`config.mk`:
```
export PLATFORM = sky130hd
export DESIGN_NAME = smb_cfg_slave
export DESIGN_NICKNAME = d
export VERILOG_FILES = /design/src/rtl/smb_cfg_pkg.sv /design/src/rtl/smb_line_filter.sv /design/src/rtl/smb_bus_events.sv /design/src/rtl/smb_frame_fsm.sv /design/src/rtl/smb_cfg_slave.sv
export SDC_FILE = /design/constraint.sdc
export NUM_CORES = 1
export LEC_CHECK = 0
export ABC_AREA = 1
export BUFFER_PORTS_ARGS = -buffer_cell sky130_fd_sc_hd__buf_4
export CAP_MARGIN = 20
export CORE_MARGIN = 4
export CORE_UTILIZATION = 35
export CTS_BUF_LIST = sky130_fd_sc_hd__clkbuf_2 sky130_fd_sc_hd__clkbuf_4 sky130_fd_sc_hd__clkbuf_8
export DETAILED_ROUTE_END_ITERATION = 12
export GPL_TIMING_DRIVEN = 0
export PLACE_DENSITY = 0.6
export RECOVER_POWER = 25
export SYNTH_ARGS = -nofsm -noshare
export SYNTH_HDL_FRONTEND = slang
export SYNTH_HIERARCHICAL = 1
export SYNTH_SLANG_ARGS = --single-unit
```
`constraint.sdc`:
```
create_clock -name clk -period 4.5 [get_ports clk]
set_input_delay 0.9 -clock clk [delete_from_list [all_inputs] [get_ports clk]]
set_output_delay 0.9 -clock clk [all_outputs]
set_load 0.02 [all_outputs]
```
`src/rtl/smb_cfg_pkg.sv`:
```
package smb_cfg_pkg;
    typedef enum logic [2:0] {
        ST_IDLE,
        ST_ADDR,
        ST_ADDR_ACK,
        ST_DATA,
        ST_DATA_ACK,
        ST_IGNORE
    } fsm_state_t;
endpackage

```
`src/rtl/smb_line_filter.sv`:
```
// Two-flop synchronizer followed by a persistence filter.
module smb_line_filter #(
    parameter int FILT_LEN = 3
) (
    input  logic clk,
    input  logic rst_n,
    input  logic line_in,
    output logic line_q
);
    localparam int CW = $clog2(FILT_LEN + 1);

    logic          sync1, sync2;
    logic [CW-1:0] run_cnt;

    always_ff @(posedge clk or negedge rst_n) begin
        if (!rst_n) begin
            sync1   <= 1'b1;
            sync2   <= 1'b1;
            line_q  <= 1'b1;
            run_cnt <= '0;
        end else begin
            sync1 <= line_in;
            sync2 <= sync1;
            if (sync2 == line_q) begin
                run_cnt <= '0;
            end else if (run_cnt == CW'(FILT_LEN - 1)) begin
                line_q  <= sync2;
                run_cnt <= '0;
            end else begin
                run_cnt <= run_cnt + 1'b1;
            end
        end
    end

    // A filtered change needs the raw sample to differ on the cycle before.
    assert_filter_persist_R11: assert property (@(posedge clk) disable iff (!rst_n)
        (line_q != $past(line_q)) |-> ($past(sync2) != $past(line_q)));
endmodule

```
`src/rtl/smb_bus_events.sv`:
```
// Edge and bus-condition detection on the filtered lines.
module smb_bus_events (
    input  logic clk,
    input  logic rst_n,
    input  logic scl_f,
    input  logic sda_f,
    output logic scl_rise,
    output logic scl_fall,
    output logic start_det,
    output logic stop_det
);
    logic scl_d, sda_d;

    always_ff @(posedge clk or negedge rst_n) begin
        if (!rst_n) begin
            scl_d <= 1'b1;
            sda_d <= 1'b1;
        end else begin
            scl_d <= scl_f;
            sda_d <= sda_f;
        end
    end

    always_comb begin
        scl_rise  = scl_f & ~scl_d;
        scl_fall  = ~scl_f & scl_d;
        start_det = scl_f & scl_d & sda_d & ~sda_f;
        stop_det  = scl_f & scl_d & ~sda_d & sda_f;
    end
endmodule

```
`src/rtl/smb_frame_fsm.sv`:
```
// Frame-position state machine: address match, acknowledge, byte commit.
module smb_frame_fsm
    import smb_cfg_pkg::*;
#(
    parameter logic [7:0] SLAVE_ADDR  = 8'hD2,
    parameter int         NUM_CFG     = 3,
    parameter int         FRAME_BYTES = 10
) (
    input  logic                       clk,
    input  logic                       rst_n,
    input  logic                       scl_rise,
    input  logic                       scl_fall,
    input  logic                       start_det,
    input  logic                       stop_det,
    input  logic                       sda_bit,
    output logic                       sda_low,
    output logic                       wr_en,
    output logic [$clog2(NUM_CFG)-1:0] wr_sel,
    output logic [7:0]                 wr_data
);
    localparam int SELW     = $clog2(NUM_CFG);
    localparam int IDXW     = $clog2(FRAME_BYTES);
    localparam int CFG_BASE = 2;              // command and count precede the data
    localparam int IDX_MAX  = FRAME_BYTES - 1;

    fsm_state_t      state, state_n;
    logic [3:0]      bit_cnt;
    logic [7:0]      shreg;
    logic [IDXW-1:0] byte_idx;
    logic            byte_done;
    logic            cfg_slot;

    always_comb begin
        byte_done = (bit_cnt == 4'd8) && scl_fall;
        cfg_slot  = (byte_idx >= IDXW'(CFG_BASE)) &&
                    (byte_idx <  IDXW'(CFG_BASE + NUM_CFG));
    end

    // Next-state logic
    always_comb begin
        state_n = state;
        if (start_det) begin
            state_n = ST_ADDR;
        end else if (stop_det) begin
            state_n = ST_IDLE;
        end else begin
            unique case (state)
                ST_IDLE, ST_IGNORE: state_n = state;
                ST_ADDR:     if (byte_done)
                                 state_n = (shreg == SLAVE_ADDR) ? ST_ADDR_ACK : ST_IGNORE;
                ST_ADDR_ACK: if (scl_fall) state_n = ST_DATA;
                ST_DATA:     if (byte_done) state_n = ST_DATA_ACK;
                ST_DATA_ACK: if (scl_fall) state_n = ST_DATA;
                default:     state_n = ST_IDLE;
            endcase
        end
    end

    // State register and frame counters
    always_ff @(posedge clk or negedge rst_n) begin
        if (!rst_n) begin
            state    <= ST_IDLE;
            bit_cnt  <= '0;
            shreg    <= '0;
            byte_idx <= '0;
        end else begin
            state <= state_n;
            if (start_det || stop_det) begin
                bit_cnt <= '0;
                if (start_det) byte_idx <= '0;
            end else if ((state == ST_ADDR || state == ST_DATA) && scl_rise &&
                         bit_cnt != 4'd8) begin
                shreg   <= {shreg[6:0], sda_bit};
                bit_cnt <= bit_cnt + 1'b1;
            end else if ((state == ST_ADDR_ACK || state == ST_DATA_ACK) && scl_fall) begin
                bit_cnt <= '0;
            end
            if (!start_det && !stop_det && state == ST_DATA && byte_done &&
                byte_idx != IDXW'(IDX_MAX))
                byte_idx <= byte_idx + 1'b1;
        end
    end

    // Registered outputs
    always_ff @(posedge clk or negedge rst_n) begin
        if (!rst_n) begin
            sda_low <= 1'b0;
            wr_en   <= 1'b0;
            wr_sel  <= '0;
            wr_data <= '0;
        end else begin
            sda_low <= (state_n == ST_ADDR_ACK) || (state_n == ST_DATA_ACK);
            wr_en   <= 1'b0;
            if (!start_det && !stop_det && state == ST_DATA && byte_done && cfg_slot) begin
                wr_en   <= 1'b1;
                wr_sel  <= SELW'(byte_idx - IDXW'(CFG_BASE));
                wr_data <= shreg;
            end
        end
    end

    assert_ack_release_R2: assert property (@(posedge clk) disable iff (!rst_n)
        (state == ST_ADDR_ACK && scl_fall && !start_det && !stop_det) |=> !sda_low);
    assert_no_ack_foreign_R3: assert property (@(posedge clk) disable iff (!rst_n)
        (state == ST_IGNORE) |-> !sda_low);
    assert_full_byte_R8: assert property (@(posedge clk) disable iff (!rst_n)
        wr_en |-> (bit_cnt == 4'd8));
    assert_restart_R9: assert property (@(posedge clk) disable iff (!rst_n)
        start_det |=> (state == ST_ADDR && bit_cnt == 4'd0));
    assert_stop_idle_R10: assert property (@(posedge clk) disable iff (!rst_n)
        (stop_det && !start_det) |=> (state == ST_IDLE && !sda_low));
endmodule

```
`src/rtl/smb_cfg_slave.sv`:
```
module smb_cfg_slave #(
    parameter int         NUM_OUT     = 10,
    parameter int         NUM_CFG     = 3,
    parameter logic [7:0] SLAVE_ADDR  = 8'hD2,
    parameter int         FILT_LEN    = 3,
    parameter int         FRAME_BYTES = 10
) (
    input  logic                   clk,
    input  logic                   rst_n,
    input  logic                   scl_in,
    input  logic                   sda_in,
    output logic                   sda_pull_low,
    input  logic                   oe_pin,
    output logic [NUM_OUT-1:0]     out_en,
    output logic [NUM_CFG*8-1:0]   cfg_q
);
    localparam int SELW = $clog2(NUM_CFG);

    logic            scl_f, sda_f;
    logic            scl_rise, scl_fall, start_det, stop_det;
    logic            wr_en;
    logic [SELW-1:0] wr_sel;
    logic [7:0]      wr_data;
    logic [7:0]      cfg_r [NUM_CFG];

    smb_line_filter #(.FILT_LEN(FILT_LEN)) u_scl_filt (
        .clk(clk), .rst_n(rst_n), .line_in(scl_in), .line_q(scl_f));
    smb_line_filter #(.FILT_LEN(FILT_LEN)) u_sda_filt (
        .clk(clk), .rst_n(rst_n), .line_in(sda_in), .line_q(sda_f));

    smb_bus_events u_events (
        .clk(clk), .rst_n(rst_n), .scl_f(scl_f), .sda_f(sda_f),
        .scl_rise(scl_rise), .scl_fall(scl_fall),
        .start_det(start_det), .stop_det(stop_det));

    smb_frame_fsm #(
        .SLAVE_ADDR(SLAVE_ADDR), .NUM_CFG(NUM_CFG), .FRAME_BYTES(FRAME_BYTES)
    ) u_fsm (
        .clk(clk), .rst_n(rst_n),
        .scl_rise(scl_rise), .scl_fall(scl_fall),
        .start_det(start_det), .stop_det(stop_det), .sda_bit(sda_f),
        .sda_low(sda_pull_low),
        .wr_en(wr_en), .wr_sel(wr_sel), .wr_data(wr_data));

    for (genvar g = 0; g < NUM_CFG; g++) begin : g_cfg
        always_ff @(posedge clk or negedge rst_n) begin
            if (!rst_n)
                cfg_r[g] <= 8'hFF;
            else if (wr_en && wr_sel == SELW'(g))
                cfg_r[g] <= wr_data;
        end
        assign cfg_q[g*8 +: 8] = cfg_r[g];
    end

    for (genvar i = 0; i < NUM_OUT; i++) begin : g_out
        assign out_en[i] = oe_pin & cfg_q[i];
    end

    assert_cfg_hold_R4: assert property (@(posedge clk) disable iff (!rst_n)
        !wr_en |=> $stable(cfg_q));
    assert_wr_range_R5: assert property (@(posedge clk) disable iff (!rst_n)
        wr_en |-> (wr_sel < SELW'(NUM_CFG)));
endmodule

```
Word level (Yosys, flattened, before mapping) --
Cells that the tools add are included.
Storage, ports and cells: register bits 67, latch bits 0, memory bits (writable) 0, ROM bits 0, input bits 5, output and inout port bits 35, word-level logic and storage cells 117, memories kept 0
Operators by class: add/subtract/negate cells 5, multipliers 0, divide/modulo/power cells 0, magnitude comparators 2, equal/unequal tests 17, shift operators 0, muxes and demuxes 18, bitwise gates (word level) 24, reductions and logical operators 30
Operators with widths (count):
- $mux 4 | 6
- $mux 3 | 6
- $and 1x1->1 | 17
- $logic_and 1x1->1 | 13
- $pmux 3 s4 | 1
- $eq 3x2->1 const B | 3
- $eq 3x3->1 const B | 3
- $add 4x1->4 const B | 2
- $eq 8x8->1 const B | 1
- $mux 2 | 4
- $ne 4x4->1 const B | 2
- $reduce_and 2->1 | 4
- $not 1->1 | 7
- $eq 2x2->1 const B | 3
- $add 2x1->2 const B | 2
- $eq 4x4->1 const B | 1
- $ge 4x2->1 const B | 1
- $logic_or 1x1->1 | 4
- $lt 4x3->1 const B | 1
- $reduce_bool 2->1 | 2
- $reduce_or 2->1 | 2
- $eq 3x1->1 const B | 1
- $logic_not 3->1 | 1
- $reduce_bool 3->1 | 1
- 6 further kinds | 8

Logic depth before layout (Yosys ltp) --
depth in word-level cells 10, gate-level depth with buffers 11, mapped depth without buffers 11

By module --
Netlist, hierarchy kept.
By module, submodules not included:
- smb_frame_fsm | times used 1, cells an instance 178, area an instance 1629.1 sq um, seq. area each 775.7 sq um
- smb_cfg_slave | times used 1, cells an instance 128, area an instance 1161.1 sq um, seq. area each 630.6 sq um
- smb_line_filter | times used 2, cells an instance 21, area an instance 190.2 sq um, seq. area each 128.9 sq um
- smb_bus_events | times used 1, cells an instance 13, area an instance 93.8 sq um, seq. area each 52.6 sq um

Least setup slack after synthesis --
OpenSTA, ideal clock, no wires.
kind input to output, start in oe_pin, end out out_en[0], arrival time 1256 ps, data required time 3600 ps, slack 2344 ps, stages 3, path buffers 1, cells stage by stage buf_2 > nand2_1 > inv_1
On the way: longest elaborated chain between the ends 1
Ends and longest elaborated chain:
- start: declaration | line smb_cfg_slave.sv:13 | input logic oe_pin,
- $and 1x1->1 | line smb_cfg_slave.sv:56 | assign out_en[i] = oe_pin & cfg_q[i];
- end: declaration | line smb_cfg_slave.sv:14 | output logic [NUM_OUT-1:0] out_en,
Every way passes these cells.

Final worst setup path --
start in oe_pin, end out out_en[1]
The elaborated chain is that of the path after synthesis.

==> reports/results.tsv <==
stage	metric	value	unit
outcome	outcome	complete, no violations	
finish	final_nets	421	
power_and_ir_drop	p_leak	2.01	nW
critical_path	crit_path_end_kind	output port	
clock_network	numCtsBuffers	9	
clock_network	post_cts.repair.setup_buffers	0	
synthesis	synth_most_common_cell	nand2_1	
critical_path	critPathTopFamily	buffers and inverters	
timing	fin_setup_tns	0	ns
global_routing	grt_pass1_wl	10800	um
timing	max-slew-margin-rel	45.9	%
clock_network	root_buffer	clkbuf_8	
clock_network	clock_latency	0.34	ns
critical_path	crit_fanout	10	
synthesis	yosys-top-cells-area	dfrtp_1, dfstp_2, nand2_1	
power_and_ir_drop	peakVddDrop	0.000344	V
synthesis	avgSynthCellArea	9.04	um^2
critical_path	reg2reg_depth	9	
floorplanning	start_util	36.7	%
finish	drive_gt1_share	31.6	%
timing	worstMarginPinSlew	0.812	ns
drt	firstDrtPassIters	4	
global_routing	track_usage	11.9	%
power_and_ir_drop	power.density	479	nW/um^2
critical_path	arrival	1.32	ns
finish	num_antenna_cells	0	
drt	drc	0	
timing	slew_viol_final	0	
drt	post_drt_wl_per_cell	11.6	um
placement	portBuffers	38	
floorplanning	dieHeight	105	um
critical_path	path_depth	4	
clock_network	htreeDepth	3	
drt	routed_wl	6080	um
drt	ant_nets	0	
synthesis	netlist-cell-type-count	30	
run	cap_violations	0	
timing	rsz0062_at_grt	false	
timing	fin_crit_sh	49.4	%
clock_network	cts_tree	yes	
synthesis	syn_nets	372	
critical_path	critical_path_class	in -> out	
synthesis	synthCells	361	
placement	dp_hpwl	4380	um
finish	fillers	885	
timing	fmax	450	MHz
global_routing	grt_pass1_vias	2377	
synthesis	synth.yosys.seq_area_share	52.6	%
hold_path	holdPathStages	0	
floorplanning	io_pins	40	
global_routing	antenna_found_initial	0	
placement	place_congestion	0.774	
synthesis	yosys-top-cells-count	nand2_1, inv_1, dfrtp_1	
drt	drt-vias-per-instance	4.60	
critical_path	crit_chain	buf_2, nand2_1, inv_1, buf_4	
clock_network	clock_sinks	67	
synthesis	synth-edff-count	0	
critical_path	crit_path_max_incr_delay	0.17	ns
floorplanning	die_w	105	um
synthesis	synth.cell_area	3260	um^2
critical_path	critPathLaunchType	input port	
synthesis	yosysTopAreaCell	dfrtp_1	
critical_path	worst_ep_required_time	3.60	ns
synthesis	synth_async_sr_flop_share	100	%
critical_path	slowest_stage	buf_2	
power_and_ir_drop	p_total	0.00187	W
global_routing	grt_max_degree	68	
clock_network	clk_pin_slew	0.06	ns
critical_path	cp_num_buf_inv	3	
synthesis	synth-seq-cells	67	
clock_network	cts_buffer_depth	2	
drt	drtIter0Drc	79	
timing	hold_viol	0	
clock_network	ctsHoldBuffers	0	
floorplanning	num_rows	34	
hold_path	min_path_type	reg -> reg	
timing	setup_viol	0	
floorplanning	die_area	10900	um^2
synthesis	synthFlopType	dfrtp_1	
clock_network	cts.repair.resized	0	
synthesis	ys_warn_count	6	
floorplanning	core_area	8890	um^2
global_routing	grt_remaining_overflow	0	
synthesis	synth_top_cell_area_share	26.8	%
timing	fin_worst_skew	0.0101	ns
timing	period_needed	2.22	ns
finish	area_growth	19.7	%
drt	num_vias	2404	
## routing by layer
layer  track usage, %  up-vias  share of wire, %
met5                0        -                 0
met4             3.09        0              0.81
met3             4.56        6               5.9
met2             20.9       49                48
met1             13.7     1118                45
li1                 -     1231                 -
## layout by cell type, fill, tap and decap left out, types with 11 or more instances in the layout
cell and n:
buf_4 36, dfrtp_1 35, nand3_1 19, nand2_2 15, nor2_1 17, inv_1 51, clkbuf_8 11, dfstp_2 30
nand2_1 109, nand4_1 16, o21ai_0 12
## state kept, by name, summed over array words and instances (netlist names), 2 cells and up
signal              count
u_fsm/shreg             8
cfg_q                  24
u_fsm/bit_cnt           4
u_fsm/wr_data           8
u_fsm/wr_sel            2
u_fsm/state             3
u_sda_filt/run_cnt      2
u_fsm/byte_idx          4
u_scl_filt/run_cnt      2
## path summary, 6_finish.rpt
kind / slack [ns] / endpoint / from
worst max-delay path: 2.28 / out_en[1] / oe_pin
worst min-delay path: 0.36 / u_sda_filt/sync2 / u_sda_filt/sync1
worst max register to register: 2.83 / u_fsm/sda_low / u_events/scl_d
worst min register to register: 0.36 / u_sda_filt/sync2 / u_sda_filt/sync1
max in group asynchronous: 3.31 / u_fsm/state[0] / rst_n
min in group asynchronous: 0.66 / u_fsm/wr_sel[1] / rst_n
## cell families after synthesis
kind of cell / synth area share [%]
adder cells (fa/ha/maj): 2.30
flip-flops: 52.6
XOR/XNOR: 0.805
AO/OA/AOI/OAI: 5.86
AND/OR/NAND/NOR: 28.8
multiplexers: 0.307
buffers and inverters: 9.35
## final cells by class
cell class	instances	area, um^2	share of cell area (%)
flip-flops and latches	67	1720	43.9
multi-input cells	229	1190	30.5
repair buffers	38	285	7.30
inverters	56	210	5.38
clock buffers	12	159	4.07
well taps	108	135	3.46
clock inverters	4	120	3.07
plain buffers	9	87.6	2.24
## report_power, final
group,switching (W),internal [W]
logic,0.000280,0.000151
clock network,0.000216,0.000461
registers,0.0000634,0.000701
## per-stage QoR
stage | instance area, um^2 | utilization, % | worst slack [ns] | cells | hold WS, ns
finish | 3910 | 43.9 | 2.28 | 523 | 0.357
global route | 3910 | 43.9 | 2.22 | 523 | 0.360
CTS | 3960 | 44.6 | 2.27 | 523 | 0.358
detailed placement | 3680 | 41.4 | 2.27 | 507 | 0.348
global placement | 3680 | 41.4 | 2.28 | 507 | 0.346
floorplan | 3260 | - | 2.34 | 361 | 0.345
Power figures use the tool's default switching activity.
